<file path="src/rtl/clksyn_pkg.sv">
package clksyn_pkg;

    localparam int WORD_W   = 16;
    localparam int LOW_W    = 9;
    localparam int CODE_LSB = 9;
    localparam int CODE_W   = 2;
    localparam int SHIFT_W  = 2;
    localparam int PDIV_W   = 4;
    localparam logic [WORD_W-1:0] STOP_PATTERN = 16'h1800;

    typedef enum logic [1:0] {
        ST_IDLE,
        ST_PRESCALE,
        ST_RATIO,
        ST_ROUND
    } enc_state_t;

    typedef struct packed {
        logic [WORD_W-1:0] word;
        logic [PDIV_W-1:0] postdiv;
        logic              err;
    } enc_result_t;

    // Divider 1,2,4,8 (shift 0..3) maps to codes 3,2,1,0.
    function automatic logic [CODE_W-1:0] div_code(input logic [SHIFT_W-1:0] shift);
        return CODE_W'(2'd3 - shift);
    endfunction

endpackage

</file>
<file path="src/rtl/clksyn_prescale.sv">
module clksyn_prescale
    import clksyn_pkg::*;
#(
    parameter int          FREQ_W    = 16,
    parameter int unsigned F_MAX     = 15938,
    parameter int unsigned F_MIN     = 1000,
    parameter int unsigned VCO_FLOOR = 8000,
    localparam int         WORK_W    = FREQ_W + 1
) (
    input  logic               clk,
    input  logic               rst,
    input  logic               load,
    input  logic [FREQ_W-1:0]  freq_i,
    output logic               ready_o,
    output logic               err_o,
    output logic [WORK_W-1:0]  work_o,
    output logic [SHIFT_W-1:0] shift_o
);

    localparam logic [WORK_W-1:0] MAX_L   = WORK_W'(F_MAX);
    localparam logic [WORK_W-1:0] MIN_L   = WORK_W'(F_MIN);
    localparam logic [WORK_W-1:0] FLOOR_L = WORK_W'(VCO_FLOOR);

    logic              running;
    logic [WORK_W-1:0] freq_ext;

    assign freq_ext = WORK_W'(freq_i);

    always_ff @(posedge clk) begin
        if (rst) begin
            running <= 1'b0;
            ready_o <= 1'b0;
            err_o   <= 1'b0;
            work_o  <= '0;
            shift_o <= '0;
        end else begin
            ready_o <= 1'b0;
            if (load) begin
                work_o  <= freq_ext;
                shift_o <= '0;
                if (freq_ext > MAX_L || freq_ext < MIN_L) begin
                    err_o   <= 1'b1;
                    ready_o <= 1'b1;
                    running <= 1'b0;
                end else begin
                    err_o   <= 1'b0;
                    running <= 1'b1;
                end
            end else if (running) begin
                if (work_o < FLOOR_L) begin
                    work_o  <= work_o << 1;
                    shift_o <= shift_o + 1'b1;
                end else begin
                    running <= 1'b0;
                    ready_o <= 1'b1;
                end
            end
        end
    end

    // a good result lies in the oscillator band [floor, 2*floor).
    p_band_r3: assert property (@(posedge clk) disable iff (rst)
        (ready_o && !err_o) |-> (work_o >= FLOOR_L && work_o < (FLOOR_L << 1)));

    // an over-range request is flagged on the next cycle.
    p_reject_high_r1: assert property (@(posedge clk) disable iff (rst)
        (load && freq_ext > MAX_L) |=> (ready_o && err_o));

    // an under-range request is flagged on the next cycle.
    p_reject_low_r2: assert property (@(posedge clk) disable iff (rst)
        (load && freq_ext < MIN_L) |=> (ready_o && err_o));

endmodule

</file>
<file path="src/rtl/clksyn_rdiv.sv">
module clksyn_rdiv #(
    parameter int W     = 32,
    localparam int CNT_W = $clog2(W + 1)
) (
    input  logic         clk,
    input  logic         rst,
    input  logic         start,
    input  logic [W-1:0] dividend,
    input  logic [W-1:0] divisor,
    output logic         busy_o,
    output logic         valid_o,
    output logic [W-1:0] quot_o
);

    logic [W-1:0]     acc;
    logic [W-1:0]     dvs;
    logic [W:0]       rem;
    logic [W:0]       rem_sh;
    logic [W:0]       sub;
    logic             ge;
    logic [CNT_W-1:0] cnt;

    assign rem_sh = {rem[W-1:0], acc[W-1]};
    assign ge     = rem_sh >= {1'b0, dvs};
    assign sub    = rem_sh - {1'b0, dvs};
    assign quot_o = acc;

    always_ff @(posedge clk) begin
        if (rst) begin
            acc     <= '0;
            dvs     <= '0;
            rem     <= '0;
            cnt     <= '0;
            busy_o  <= 1'b0;
            valid_o <= 1'b0;
        end else begin
            valid_o <= 1'b0;
            if (start && !busy_o) begin
                acc    <= dividend;
                dvs    <= divisor;
                rem    <= '0;
                cnt    <= '0;
                busy_o <= 1'b1;
            end else if (busy_o) begin
                rem <= ge ? sub : rem_sh;
                acc <= {acc[W-2:0], ge};
                cnt <= cnt + 1'b1;
                if (cnt == CNT_W'(W - 1)) begin
                    busy_o  <= 1'b0;
                    valid_o <= 1'b1;
                end
            end
        end
    end

    // the partial remainder never reaches the divisor.
    p_rem_bound_r4: assert property (@(posedge clk) disable iff (rst)
        busy_o |-> (rem < {1'b0, dvs}));

    // the controller never restarts a division in flight.
    p_no_restart_r8: assert property (@(posedge clk) disable iff (rst)
        busy_o |-> !start);

endmodule

</file>
<file path="src/rtl/clksyn_pack.sv">
module clksyn_pack
    import clksyn_pkg::*;
#(
    parameter int          COUNT_W  = 32,
    parameter int unsigned N_OFFSET = 257
) (
    input  logic [COUNT_W-1:0] count_i,
    input  logic [SHIFT_W-1:0] shift_i,
    output logic [WORD_W-1:0]  word_o,
    output logic               fits_o
);

    localparam logic [COUNT_W-1:0] OFF_L = COUNT_W'(N_OFFSET);

    logic [COUNT_W-1:0] diff;
    logic [LOW_W-1:0]   low;
    logic [CODE_W-1:0]  code;

    always_comb begin
        diff   = count_i - OFF_L;
        low    = diff[LOW_W-1:0];
        code   = div_code(shift_i);
        fits_o = (count_i >= OFF_L) && (diff[COUNT_W-1:LOW_W] == '0);
        word_o = STOP_PATTERN
               | (WORD_W'(code) << CODE_LSB)
               | WORD_W'(low);
    end

endmodule

</file>
<file path="src/rtl/clksyn_word_enc.sv">
module clksyn_word_enc
    import clksyn_pkg::*;
#(
    parameter int          FREQ_W      = 16,
    parameter int unsigned F_MAX       = 15938,
    parameter int unsigned F_MIN       = 1000,
    parameter int unsigned VCO_FLOOR   = 8000,
    parameter int unsigned REF_UNITS   = 1432,
    parameter int unsigned FB_MULT     = 46,
    parameter int unsigned ROUND_SCALE = 1000,
    parameter int unsigned N_OFFSET    = 257,
    parameter int          DIV_W       = 32
) (
    input  logic              clk,
    input  logic              rst,
    input  logic              start,
    input  logic [FREQ_W-1:0] freq_i,
    output logic              busy_o,
    output logic              done_o,
    output logic              err_o,
    output logic [WORD_W-1:0] word_o,
    output logic [PDIV_W-1:0] postdiv_o
);

    localparam int WORK_W = FREQ_W + 1;
    localparam logic [DIV_W-1:0] NUM_K  = DIV_W'(FB_MULT * ROUND_SCALE);
    localparam logic [DIV_W-1:0] REF_L  = DIV_W'(REF_UNITS);
    localparam logic [DIV_W-1:0] SCL_L  = DIV_W'(ROUND_SCALE);
    localparam logic [DIV_W-1:0] HALF_L = DIV_W'(ROUND_SCALE / 2);

    enc_state_t  state;
    enc_result_t res_q;
    logic        done_q;

    logic               pre_load, pre_ready, pre_err;
    logic [WORK_W-1:0]  pre_work;
    logic [SHIFT_W-1:0] pre_shift;

    logic             div_start, div_busy, div_valid;
    logic [DIV_W-1:0] div_dividend, div_divisor, div_quot;

    logic [WORD_W-1:0] packed_word;
    logic              packed_fits;

    clksyn_prescale #(
        .FREQ_W   (FREQ_W),
        .F_MAX    (F_MAX),
        .F_MIN    (F_MIN),
        .VCO_FLOOR(VCO_FLOOR)
    ) u_prescale (
        .clk    (clk),
        .rst    (rst),
        .load   (pre_load),
        .freq_i (freq_i),
        .ready_o(pre_ready),
        .err_o  (pre_err),
        .work_o (pre_work),
        .shift_o(pre_shift)
    );

    clksyn_rdiv #(.W(DIV_W)) u_rdiv (
        .clk     (clk),
        .rst     (rst),
        .start   (div_start),
        .dividend(div_dividend),
        .divisor (div_divisor),
        .busy_o  (div_busy),
        .valid_o (div_valid),
        .quot_o  (div_quot)
    );

    clksyn_pack #(
        .COUNT_W (DIV_W),
        .N_OFFSET(N_OFFSET)
    ) u_pack (
        .count_i(div_quot),
        .shift_i(pre_shift),
        .word_o (packed_word),
        .fits_o (packed_fits)
    );

    // Sequencing: prescale, then ratio division, then rounding division.
    always_comb begin
        pre_load     = 1'b0;
        div_start    = 1'b0;
        div_dividend = '0;
        div_divisor  = '0;
        case (state)
            ST_IDLE: pre_load = start;
            ST_PRESCALE: begin
                if (pre_ready && !pre_err) begin
                    div_start    = 1'b1;
                    div_dividend = DIV_W'(pre_work) * NUM_K;
                    div_divisor  = REF_L;
                end
            end
            ST_RATIO: begin
                if (div_valid) begin
                    div_start    = 1'b1;
                    div_dividend = div_quot + HALF_L;
                    div_divisor  = SCL_L;
                end
            end
            default: ;
        endcase
    end

    always_ff @(posedge clk) begin
        if (rst) begin
            state  <= ST_IDLE;
            res_q  <= '0;
            done_q <= 1'b0;
        end else begin
            done_q <= 1'b0;
            case (state)
                ST_IDLE: begin
                    if (start) state <= ST_PRESCALE;
                end
                ST_PRESCALE: begin
                    if (pre_ready) begin
                        if (pre_err) begin
                            res_q  <= '{word: '0, postdiv: '0, err: 1'b1};
                            done_q <= 1'b1;
                            state  <= ST_IDLE;
                        end else begin
                            state <= ST_RATIO;
                        end
                    end
                end
                ST_RATIO: begin
                    if (div_valid) state <= ST_ROUND;
                end
                ST_ROUND: begin
                    if (div_valid) begin
                        res_q  <= '{word: packed_word,
                                    postdiv: PDIV_W'(1) << pre_shift,
                                    err: 1'b0};
                        done_q <= 1'b1;
                        state  <= ST_IDLE;
                    end
                end
                default: state <= ST_IDLE;
            endcase
        end
    end

    assign busy_o    = (state != ST_IDLE);
    assign done_o    = done_q;
    assign err_o     = res_q.err;
    assign word_o    = res_q.word;
    assign postdiv_o = res_q.postdiv;

    // completion lasts one cycle.
    p_done_single_r8: assert property (@(posedge clk) disable iff (rst)
        done_o |=> !done_o);

    // completion coincides with the fall of busy.
    p_done_ends_busy_r8: assert property (@(posedge clk) disable iff (rst)
        done_o |-> (!busy_o && $past(busy_o)));

    // the divider only runs inside a request.
    p_div_inside_r8: assert property (@(posedge clk) disable iff (rst)
        div_busy |-> busy_o);

    // results hold between completions.
    p_hold_r9: assert property (@(posedge clk) disable iff (rst)
        !done_o |-> ($stable(word_o) && $stable(postdiv_o) && $stable(err_o)));

    // a rejected request leaves an empty word.
    p_err_empty_r1: assert property (@(posedge clk) disable iff (rst)
        err_o |-> (word_o == '0 && postdiv_o == '0));

    // a valid word carries the stop pattern.
    p_stop_r7: assert property (@(posedge clk) disable iff (rst)
        (done_o && !err_o) |-> (word_o[12:11] == 2'b11 && word_o[15:13] == 3'b000));

    // the reported divider is a single power of two.
    p_postdiv_r3: assert property (@(posedge clk) disable iff (rst)
        $onehot0(postdiv_o));

    // the offset count fits its field when a word is taken.
    p_fits_r5: assert property (@(posedge clk) disable iff (rst)
        (state == ST_ROUND && div_valid) |-> packed_fits);

endmodule

</file>
<file path="config.mk">
export PLATFORM = sky130hd
export DESIGN_NAME = clksyn_word_enc
export DESIGN_NICKNAME = d
export VERILOG_FILES = /design/src/rtl/clksyn_pkg.sv /design/src/rtl/clksyn_prescale.sv /design/src/rtl/clksyn_rdiv.sv /design/src/rtl/clksyn_pack.sv /design/src/rtl/clksyn_word_enc.sv
export SDC_FILE = /design/constraint.sdc
export NUM_CORES = 1
export LEC_CHECK = 0
export BUFFER_PORTS_ARGS = -buffer_cell sky130_fd_sc_hd__buf_2
export CAP_MARGIN = 20
export CORE_ASPECT_RATIO = 1.4
export CORE_MARGIN = 5
export CORE_UTILIZATION = 58
export DETAILED_ROUTE_END_ITERATION = 7
export PLACE_DENSITY_LB_ADDON = 0.08
export SLEW_MARGIN = 20
export SYNTH_ARGS = -nofsm -noshare
export SYNTH_HDL_FRONTEND = slang
export SYNTH_SLANG_ARGS = --single-unit
</file>
<file path="constraint.sdc">
create_clock -name clk -period 4.6 [get_ports clk]
set_input_delay 0.46 -clock clk [delete_from_list [all_inputs] [get_ports clk]]
set_output_delay 0.46 -clock clk [all_outputs]
set_load 0.02 [all_outputs]
</file>
==> impl_metrics.csv, run 1 <==
group,metric,value,unit
critical_path,worst-path-buf-inv,5,
global_routing,grtUsageMet2,46.95,%
detailed_routing,postRouteAntennaNets,0,
detailed_routing,dr_total_vias,9733,
critical_path,worstReg2RegEnd,"u_rdiv.quot_o[25]",
detailed_routing,dr.first_iter.drc_count,577,
placed_design,place_area,0.01211,mm2
die,rows,60,
die,dieArea,0.02215,mm2
min_path,hp-start,"freq_i[0]",
timing,setup-violations-final,1,
die,die_h,174.1,um
critical_path,start_kind,"register",
global_routing,grtUsageMet1,29.70,%
synthesis,synth_ff_type,"dfxtp_1",
synthesis,synth-async-reset-ratio,0,%
outcome,status,"finished, violations left",
finish,area_delta_synth_final,19.40,%
synthesis,seq_area_frac_synth,20.99,%
critical_path,max_stage_delay,0.52,ns
global_routing,grt_pass1_wl,47.35,mm
synthesis,syn_avg_cell_area,8.383,um2
detailed_routing,first_pass_iters,5,
finish,drive_gt1_share,18.58,%
timing,clock_skew,0.01274,ns
global_routing,grt_usage,26.24,%
finish,nNetsFinal,1651,
synthesis,yosysWarnings,0,
critical_path,r2r_slack,-0.0004,ns
critical_path,crit_chain,"fa_1, ha_4, inv_2, fa_1, inv_2, fa_1, inv_1, fa_1, inv_2, ha_4, a211oi_2, o21bai_1, a22oi_2, buf_4, o22ai_2, a311oi_2, xor2_1, o21ai_1",
cts,hold_buffers,0,
critical_path,cp-end-kind,"register",
placed_design,io_buffers,38,
die,io_pins,42,
global_routing,use_met3,3.843,%
die,initial_utilization,58.52,%
synthesis,yosysUniqueCellTypes,73,
detailed_routing,wl,28.97,mm
cts,cts_buffer_depth,2,
finish,final_cell_area,0.01332,mm2
global_routing,antenna_found_initial,0,
die,die_w,127.2,um
synthesis,netlist_area,0.01116,mm2
finish,num_antenna_cells,0,
synthesis,synth_edf_count,0,
synthesis,postSynthCellCount,1331,
cts,clk_latency,0.43,ns
timing,rsz0062_at_grt,"yes",
timing,hold_viol,0,
global_routing,grt_pass1_vias,9796,
timing,period_minus_slack,4.600,ns
job,drv_cap,0,
global_routing,grt-ovfl-total,0,
cts,tritoncts,"yes",
placed_design,place_congestion,0.8784,
timing,holdWs,0.3015,ns
min_path,min_path_type,"input port to register",
timing,fin_ws,-0.0003721,ns
critical_path,cpMaxStageDelayCell,"fa_1",
outcome,violations,"negative setup slack",
timing,drv_slew,0,
timing,period_share,100.0,%
cts,cts_buffers,17,
cts,clockRootBuffer,"clkbuf_16",
critical_path,worstPathRequired,4.91,ns
critical_path,reg2reg_depth,18,
critical_path,r2r-start,"u_prescale.work_o[6]",
detailed_routing,avgViaCountPerCell,5.793,
synthesis,ys_seq_elements,117,
critical_path,path_common_cell,"fa_1",
detailed_routing,routedWlPerCell,17.25,um
detailed_routing,drc_errors,0,
critical_path,path_class,"register to register",
cts,cts_sinks,117,
cts,h-tree-depth,4,
timing,worst_pin_slew,1.046,ns
global_routing,grt_max_degree,88,
critical_path,arrival,4.91,ns
timing,max_freq,217.4,MHz
cts,clk_pin_slew,0.07,ns
placed_design,hpwl,21.75,mm
critical_path,cp_top_family,"adder cells",
global_routing,busiest_layer,"met2",
timing,max_slew_margin,30.26,%
critical_path,crit_fanout,7,
min_path,whs_path_depth,3,
min_path,whs_endpoint,"u_prescale.work_o[0]",
die,coreArea,0.01907,mm2
## worst max path at each step
stage / cells after the start / end / slack, ns / start
after floorplan: 17 / u_rdiv.quot_o[27] / 0.01 / u_prescale.work_o[6]
after global placement: 17 / u_rdiv.quot_o[27] / -0.14 / u_prescale.work_o[6]
after detailed placement: 15 / u_rdiv.quot_o[28] / -0.25 / u_prescale.work_o[6]
after CTS: 16 / u_rdiv.quot_o[31] / 0.0009 / u_prescale.work_o[7]
after global routing: 18 / u_rdiv.quot_o[25] / -0.23 / u_prescale.work_o[6]
final: 18 / u_rdiv.quot_o[25] / -0.0004 / u_prescale.work_o[6]
## state kept, by name, indices dropped and copies added, names as in the netlist, named ones only
register            count
u_prescale.running      1
u_rdiv.valid_o          1
state                   1
u_rdiv.rem             32
u_rdiv.busy_o           1
u_prescale.err_o        1
word_o                 12
u_prescale.ready_o      1
done_o                  1
u_rdiv.cnt              6
u_rdiv.quot_o          32
u_prescale.work_o      17
u_rdiv.dvs              3
postdiv_o               4
err_o                   1
u_prescale.shift_o      2
## worst register-to-register path, delay by kind of cell, from the launching register on
kind / cells / cell delay [ns]
xor+xnor: 1 / 0.16
fa+ha+maj: 6 / 2.49
compound gates: 6 / 1.11
flops: 1 / 0.38
buf+inv: 5 / 0.34
## kinds of logic (layout without fill, tap and decap cells)
group | Yosys count | count (layout) | synth area share (%)
buffers and inverters | 230 | 329 | 7.950
AO/OA/AOI/OAI | 305 | 305 | 17.47
flip-flops | 117 | 117 | 20.99
other | 1 | 3 | 0.03361
XOR/XNOR | 71 | 71 | 5.573
multiplexers | 21 | 21 | 1.884
AND/OR/NAND/NOR | 373 | 373 | 16.56
adder cells (fa/ha/maj) | 213 | 213 | 29.54
## per-stage QoR
step	util [%]	setup slack, ns	TNS (ns)	std cells
after global placement	63.49	-0.1355	-0.6866	1643
after floorplan	-	0.01086	0	1333
after global routing	69.87	-0.2342	-1.075	1680
after CTS	67.32	0.0009104	0	1675
after detailed placement	63.49	-0.2522	-1.809	1643
final	69.87	-0.0003721	-0.0003721	1680
## cell type report
cell class,instances,area [um2]
Tap cell,248,310.3
Multi-Input combinational cell,986,8456
Timing Repair Buffer,131,935.9
Clock inverter,15,193.9
Clock buffer,17,425.4
Sequential cell,117,2379
Inverter,166,623.1
Fill cell,1560,5746
## routing by layer
metal / vias to the layer above / part of all wire, %
met5: - / 0
met4: 0 / 4.6
met3: 77 / 3.5
met2: 210 / 52
met1: 4669 / 40
li1: 4777 / -
## placed cells by master, fill, tap and decap left out, drive strengths merged, types with 15 or more instances in the layout
cell and count:
a211oi 31, nor3 36, ha 129, nor2 125, mux2i 21, dfxtp 117, nand2 82, xnor2 42
nor4 15, o21ai 61, xor2 29, clkbuf 17, inv 171, a31oi 15, a22oi 15, a21oi 99
fa 84, buf 131, nand3 27
## repair_timing
item	CTS	global route
setup endpoints to repair	14	18
buffers inserted	0	5
pin swaps	12	52
gates resized for setup	25	78
## synth_stat cells (all sizes together) (3+ instances only)
| library cell | instances | area share (%) |
|---|---|---|
| nand3b | 4 | 0.27 |
| a211oi | 31 | 2.1 |
| a31oi | 15 | 0.84 |
| o211a | 3 | 0.27 |
| and3 | 6 | 0.34 |
| o22ai | 10 | 0.56 |
| or2 | 3 | 0.17 |
| xor2 | 29 | 2.3 |
| a2111oi | 3 | 0.35 |
| o22a | 4 | 0.31 |
| ha | 129 | 14 |
| a22oi | 15 | 1.0 |
| nor4 | 15 | 1.0 |
| a221oi | 13 | 1.0 |
| nand2 | 82 | 2.8 |
| xnor2 | 42 | 3.3 |
| a21oi | 99 | 4.4 |
| nand2b | 14 | 0.78 |
| o21a | 7 | 0.47 |
| or3 | 4 | 0.22 |
| o211ai | 5 | 0.34 |
| nor3 | 36 | 1.7 |
| nand4 | 14 | 0.78 |
| mux2i | 21 | 1.9 |
| buf | 9 | 0.52 |
| o21bai | 3 | 0.20 |
| dfxtp | 117 | 21 |
| nand3 | 27 | 1.2 |
| a21o | 8 | 0.54 |
| nor2 | 125 | 4.2 |
| nor2b | 13 | 0.73 |
| and4 | 3 | 0.24 |
| and2 | 11 | 0.64 |
| fa | 84 | 15 |
| inv | 166 | 5.6 |
| a211o | 4 | 0.31 |
| nor4b | 6 | 0.77 |
| clkbuf | 55 | 1.9 |
| nor3b | 5 | 0.34 |
| o21ai | 61 | 2.7 |
Power of run 1 is left out: the tool's default activity adds up to more than one toggle a clock period on the data nets, which glitch-free logic cannot reach.
==> inputs of run 2 (changes only) <==
Settings changed: SETUP_SLACK_MARGIN from default to 0.2.
==> run 2 against run 1 <==
Against the previous run:
- the run now ends clean
- fmax increased by 2.7%
- hold slack got worse by 0.0087 ns
- utilization decreased by 0.72 points
- via count decreased by 2.1%
- flip-flop and latch count unchanged
- die area unchanged
- setup slack improved by 0.12 ns
- routed wire length decreased by 2.8%
- count of clock-buffer cells in the layout increased by 1
- non-clock buffer count decreased by 12
- final cell count decreased by 0.71%
- critical path type unchanged
- critical endpoint is now u_rdiv.quot_o[31]
- highest routed layer unchanged
==> impl_metrics.csv, run 2 (synthesis gave the netlist of run 1 again) <==
group,metric,value,unit
cts,hold_buffers,0,
timing,setup-violations-final,0,
detailed_routing,postRouteAntennaNets,0,
global_routing,grt-ovfl-total,0,
placed_design,place_congestion,0.8655,
cts,tritoncts,"yes",
finish,drive_gt1_share,18.66,%
min_path,whs_path_depth,3,
critical_path,path_class,"register to register",
finish,num_antenna_cells,0,
global_routing,antenna_found_initial,0,
die,dieArea,0.02215,mm2
global_routing,grt_usage,26.07,%
timing,fin_ws,0.1205,ns
timing,rsz0062_at_grt,"yes",
die,initial_utilization,58.52,%
critical_path,crit_fanout,5,
detailed_routing,first_pass_iters,5,
critical_path,cp-end-kind,"register",
cts,clk_latency,0.42,ns
detailed_routing,avgViaCountPerCell,5.713,
detailed_routing,routedWlPerCell,16.88,um
finish,layout.cells.most_common_list,"inv_1, nor2_1, ha_1, dfxtp_1, a21oi_1",
timing,hold_viol,0,
placed_design,place_area,0.01201,mm2
timing,worst_pin_slew,0.9753,ns
die,die_h,174.1,um
timing,max_freq,223.2,MHz
timing,period_minus_slack,4.480,ns
critical_path,crit_start,"u_prescale.work_o[9]",
critical_path,r2r_slack,0.12,ns
detailed_routing,routed.top_layer,"met4",
detailed_routing,wl,28.16,mm
outcome,status,"complete, no violations",
global_routing,grt_pass1_vias,9722,
critical_path,worstPathRequired,4.91,ns
critical_path,arrival,4.79,ns
finish,stdcell_count,1668,
cts,clk_pin_slew,0.06,ns
min_path,hp-start,"freq_i[0]",
finish,final_cell_area,0.01319,mm2
finish,utilization,69.15,%
detailed_routing,dr_total_vias,9530,
timing,period_share,97.38,%
placed_design,io_buffers,38,
placed_design,hpwl,21.49,mm
min_path,min_path_type,"input port to register",
cts,h-tree-depth,4,
finish,layout_commonest_cell,"inv_1",
detailed_routing,drc_errors,0,
cts,cts_buffer_depth,2,
timing,drv_slew,0,
finish,nNetsFinal,1639,
cts,cts_buffers,17,
timing,max_slew_margin,34.97,%
critical_path,start_kind,"register",
global_routing,grt_pass1_wl,47.11,mm
critical_path,reg2reg_depth,15,
timing,clock_skew,0.009688,ns
global_routing,grt_max_degree,67,
die,rows,60,
detailed_routing,wl_met2,14.75,mm
finish,fill_cells,1559,
die,coreArea,0.01907,mm2
cts,clockRootBuffer,"clkbuf_16",
detailed_routing,dr.first_iter.drc_count,502,
finish,area_delta_synth_final,18.17,%
placed_design,dp_cells,1623,
detailed_routing,wl_met3,853,um
cts,cts_sinks,117,
die,die_w,127.2,um
detailed_routing,wl_met1,11.37,mm
die,io_pins,42,
job,drv_cap,0,
critical_path,r2r-start,"u_prescale.work_o[9]",
placed_design,place_ws,-0.1165,ns
[run 2: cell count changes in the layout (fill, tap and decap cells not counted), sizes merged]
cell      change
buf          -12
bufinv        -1
clkbuf        +1
clkinv        +3
clkinvlp      -2
inv           -1
[run 2: per-layer routing]
| metal | GRT usage [%] | vias up |
|---|---|---|
| li1 | - | 4744 |
| met2 | 47.42 | 161 |
| met1 | 29.56 | 4561 |
| met5 | 0 | - |
| met4 | 12.03 | 0 |
| met3 | 4.027 | 64 |
[run 2: final cells by class]
class,count,area (um2),share of cell area (%)
Multi-Input combinational cell,986,8452,64.10
Sequential cell,117,2392,18.14
Timing Repair Buffer,119,825.8,6.263
Inverter,166,625.6,4.745
Clock buffer,18,429.2,3.255
Tap cell,248,310.3,2.353
Clock inverter,14,150.1,1.139
[run 2: through the flow]
stage	hold WS [ns]	setup TNS, ns
final	0.2928	0
after global routing	0.2968	-0.09373
after CTS	0.2911	0
after detailed placement	0.4574	-0.6405
after global placement	0.4539	-0.08947
after floorplan	0.4447	0
[run 2: worst paths after layout]
path                                to
hold reg to reg             word_o[11]
setup reg to reg     u_rdiv.quot_o[31]
setup / recovery     u_rdiv.quot_o[31]
hold / removal    u_prescale.work_o[0]
[run 2: worst max-delay path, cell delays in order, from the launching register on]
cell and delay (ns):
dfxtp_4 0.36, fa_1 0.59, ha_4 0.22, fa_1 0.51
fa_1 0.54, inv_1 0.06, fa_1 0.54, inv_1 0.07
ha_4 0.29, inv_1 0.08, nor3_2 0.20, a22oi_2 0.12
o221ai_2 0.18, a41o_1 0.32, mux2i_1 0.21, nand3_1 0.08
[run 2: what timing repair did]
item,CTS,global route
buffers inserted,6,7
pin swaps,47,30
resized for setup,58,52
setup endpoints to repair,15,18
Power of run 2 is left out for the same reason.
==> inputs of run 3 (changes only) <==
Settings changed: CORE_UTILIZATION 58 to 60.
Clock period 4.6 ns to 5.3 ns, I/O delays scaled along.
==> run 3 against run 2 <==
Against the previous run:
- hold slack improved by 0.066 ns
- fmax down 7.3%
- first-iteration DRC count rose by 2.6%
- highest routed layer unchanged
==> impl_metrics.csv, run 3 (synthesis gave the netlist of run 1 again) <==
group,metric,value,unit
timing,worst_pin_slew,0.9474,ns
critical_path,reg2reg_depth,16,
power,p_leak,5.568,nW
timing,rsz0062_at_grt,"no",
finish,drive_gt1_share,9.875,%
die,die_h,171.4,um
critical_path,cp-end-kind,"register",
placed_design,place_ws,0.2566,ns
die,io_pins,42,
die,die_w,125.3,um
min_path,min_path_type,"input port to register",
critical_path,start_kind,"register",
power,report.power.total,0.008632,W
critical_path,path_common_cell,"fa_1",
cts,hold_buffers,0,
timing,finalSetupTns,0,ns
detailed_routing,dr.first_iter.drc_count,515,
finish,layout_commonest_cell,"inv_1",
timing,drv_slew,0,
global_routing,grt_pass1_vias,9315,
timing,period_share,91.20,%
detailed_routing,routedWlPerCell,17.12,um
cts,clk_pin_slew,0.07,ns
timing,period_minus_slack,4.834,ns
detailed_routing,drc_errors,0,
finish,area_delta_synth_final,10.10,%
cts,cts_buffers,17,
finish,fill_cells,1590,
critical_path,max_stage_delay,0.55,ns
timing,hold_viol,0,
power,ir_worst_vdd,0.5761,mV
timing,fin_ws,0.4662,ns
cts,cts_buffer_depth,2,
placed_design,place_congestion,0.8540,
critical_path,cpMaxStageDelayCell,"fa_1",
timing,max_freq,206.9,MHz
finish,nNetsFinal,1576,
global_routing,grt_max_degree,69,
cts,clk_latency,0.43,ns
timing,max_slew_margin,36.83,%
global_routing,grt-ovfl-total,0,
critical_path,worstPathRequired,5.61,ns
die,dieArea,0.02146,mm2
die,coreArea,0.01846,mm2
finish,layout.cells.most_common_list,"inv_1, ha_1, nor2_1, dfxtp_1, a21oi_1",
global_routing,grt_pass1_wl,45.31,mm
detailed_routing,wl,27.40,mm
timing,clock_skew,0.01082,ns
job,drv_cap,0,
detailed_routing,dr_total_vias,9318,
global_routing,grt_usage,25.97,%
critical_path,arrival,5.14,ns
die,rows,59,
placed_design,io_buffers,38,
global_routing,antenna_found_initial,0,
critical_path,crit_chain,"buf_4, fa_1, ha_1, fa_1, fa_1, inv_1, fa_1, inv_1, ha_1, and2_1, nor3_2, a211oi_2, a21oi_1, o41ai_2, xnor2_1, o21ai_0",
min_path,whs_path_depth,3,
cts,cts_sinks,117,
detailed_routing,first_pass_iters,5,
finish,num_antenna_cells,0,
detailed_routing,avgViaCountPerCell,5.820,
finish,utilization,66.57,%
die,initial_utilization,60.46,%
power,power_density,702.6,mW/mm2
critical_path,crit_fanout,7,
cts,h-tree-depth,4,
critical_path,path_class,"register to register",
cts,tritoncts,"yes",
cts,clockRootBuffer,"clkbuf_16",
placed_design,hpwl,20.88,mm
detailed_routing,postRouteAntennaNets,0,
timing,setup-violations-final,0,
outcome,status,"complete, no violations",
[run 3: area by class of cell]
cell class / count / area (um2) / area share, %
Clock buffer: 17 / 425.4 / 3.463
Inverter: 166 / 623.1 / 5.072
Timing Repair Buffer: 56 / 325.3 / 2.648
Tap cell: 244 / 305.3 / 2.485
Multi-Input combinational cell: 986 / 8034 / 65.39
Clock inverter: 15 / 215.2 / 1.752
Sequential cell: 117 / 2357 / 19.19
[run 3: repair_timing]
item / 4_1_cts / 5_1_grt
gates resized for setup: 0 / 26
endpoints found under the setup margin: 0 / 10
setup buffers: 0 / 1
[run 3: where the power goes]
group	total, W	leakage, nW	internal (W)	switching (W)
logic	0.00629	4.30	0.00244	0.00384
clock network	0.00128	0.316	0.000801	0.000478
registers	0.00106	0.951	0.000944	0.000121
total	0.00863	5.57	0.00419	0.00444
[run 3: stage by stage]
step / hold WS, ns / cell area (um2) / std cells
2_1_floorplan: 0.4447 / 11170 / 1333
3_3_place_gp: 0.4570 / 11540 / 1568
3_5_place_dp: 0.4635 / 11540 / 1568
4_1_cts: 0.3585 / 12180 / 1600
5_1_grt: 0.3755 / 12290 / 1601
6_report: 0.3591 / 12290 / 1601
[run 3: worst paths after layout]
| path | from | to | slack [ns] |
|---|---|---|---|
| max | u_prescale.work_o[6] | u_rdiv.quot_o[28] | 0.47 |
| min | freq_i[0] | u_prescale.work_o[0] | 0.36 |
| max reg2reg | u_prescale.work_o[6] | u_rdiv.quot_o[28] | 0.47 |
| min reg2reg | word_o[11] | word_o[11] | 0.47 |
[run 3: routing by layer]
layer	routed length (um)	global-route usage (%)
met3	800	3.821
met2	14550	49.50
met1	11120	29.03
met5	0	0
met4	940	10.28
[run 3: worst max-delay path: cells and delay by family, from the launching register on]
family,cells,cell delay (ns)
AND/OR/NAND/NOR,2,0.33
adder cells (fa/ha/maj),6,2.70
buffers and inverters,3,0.28
flip-flops,1,0.37
XOR/XNOR,1,0.17
AO/OA/AOI/OAI,4,0.88
(Power assumes the default switching activity.)
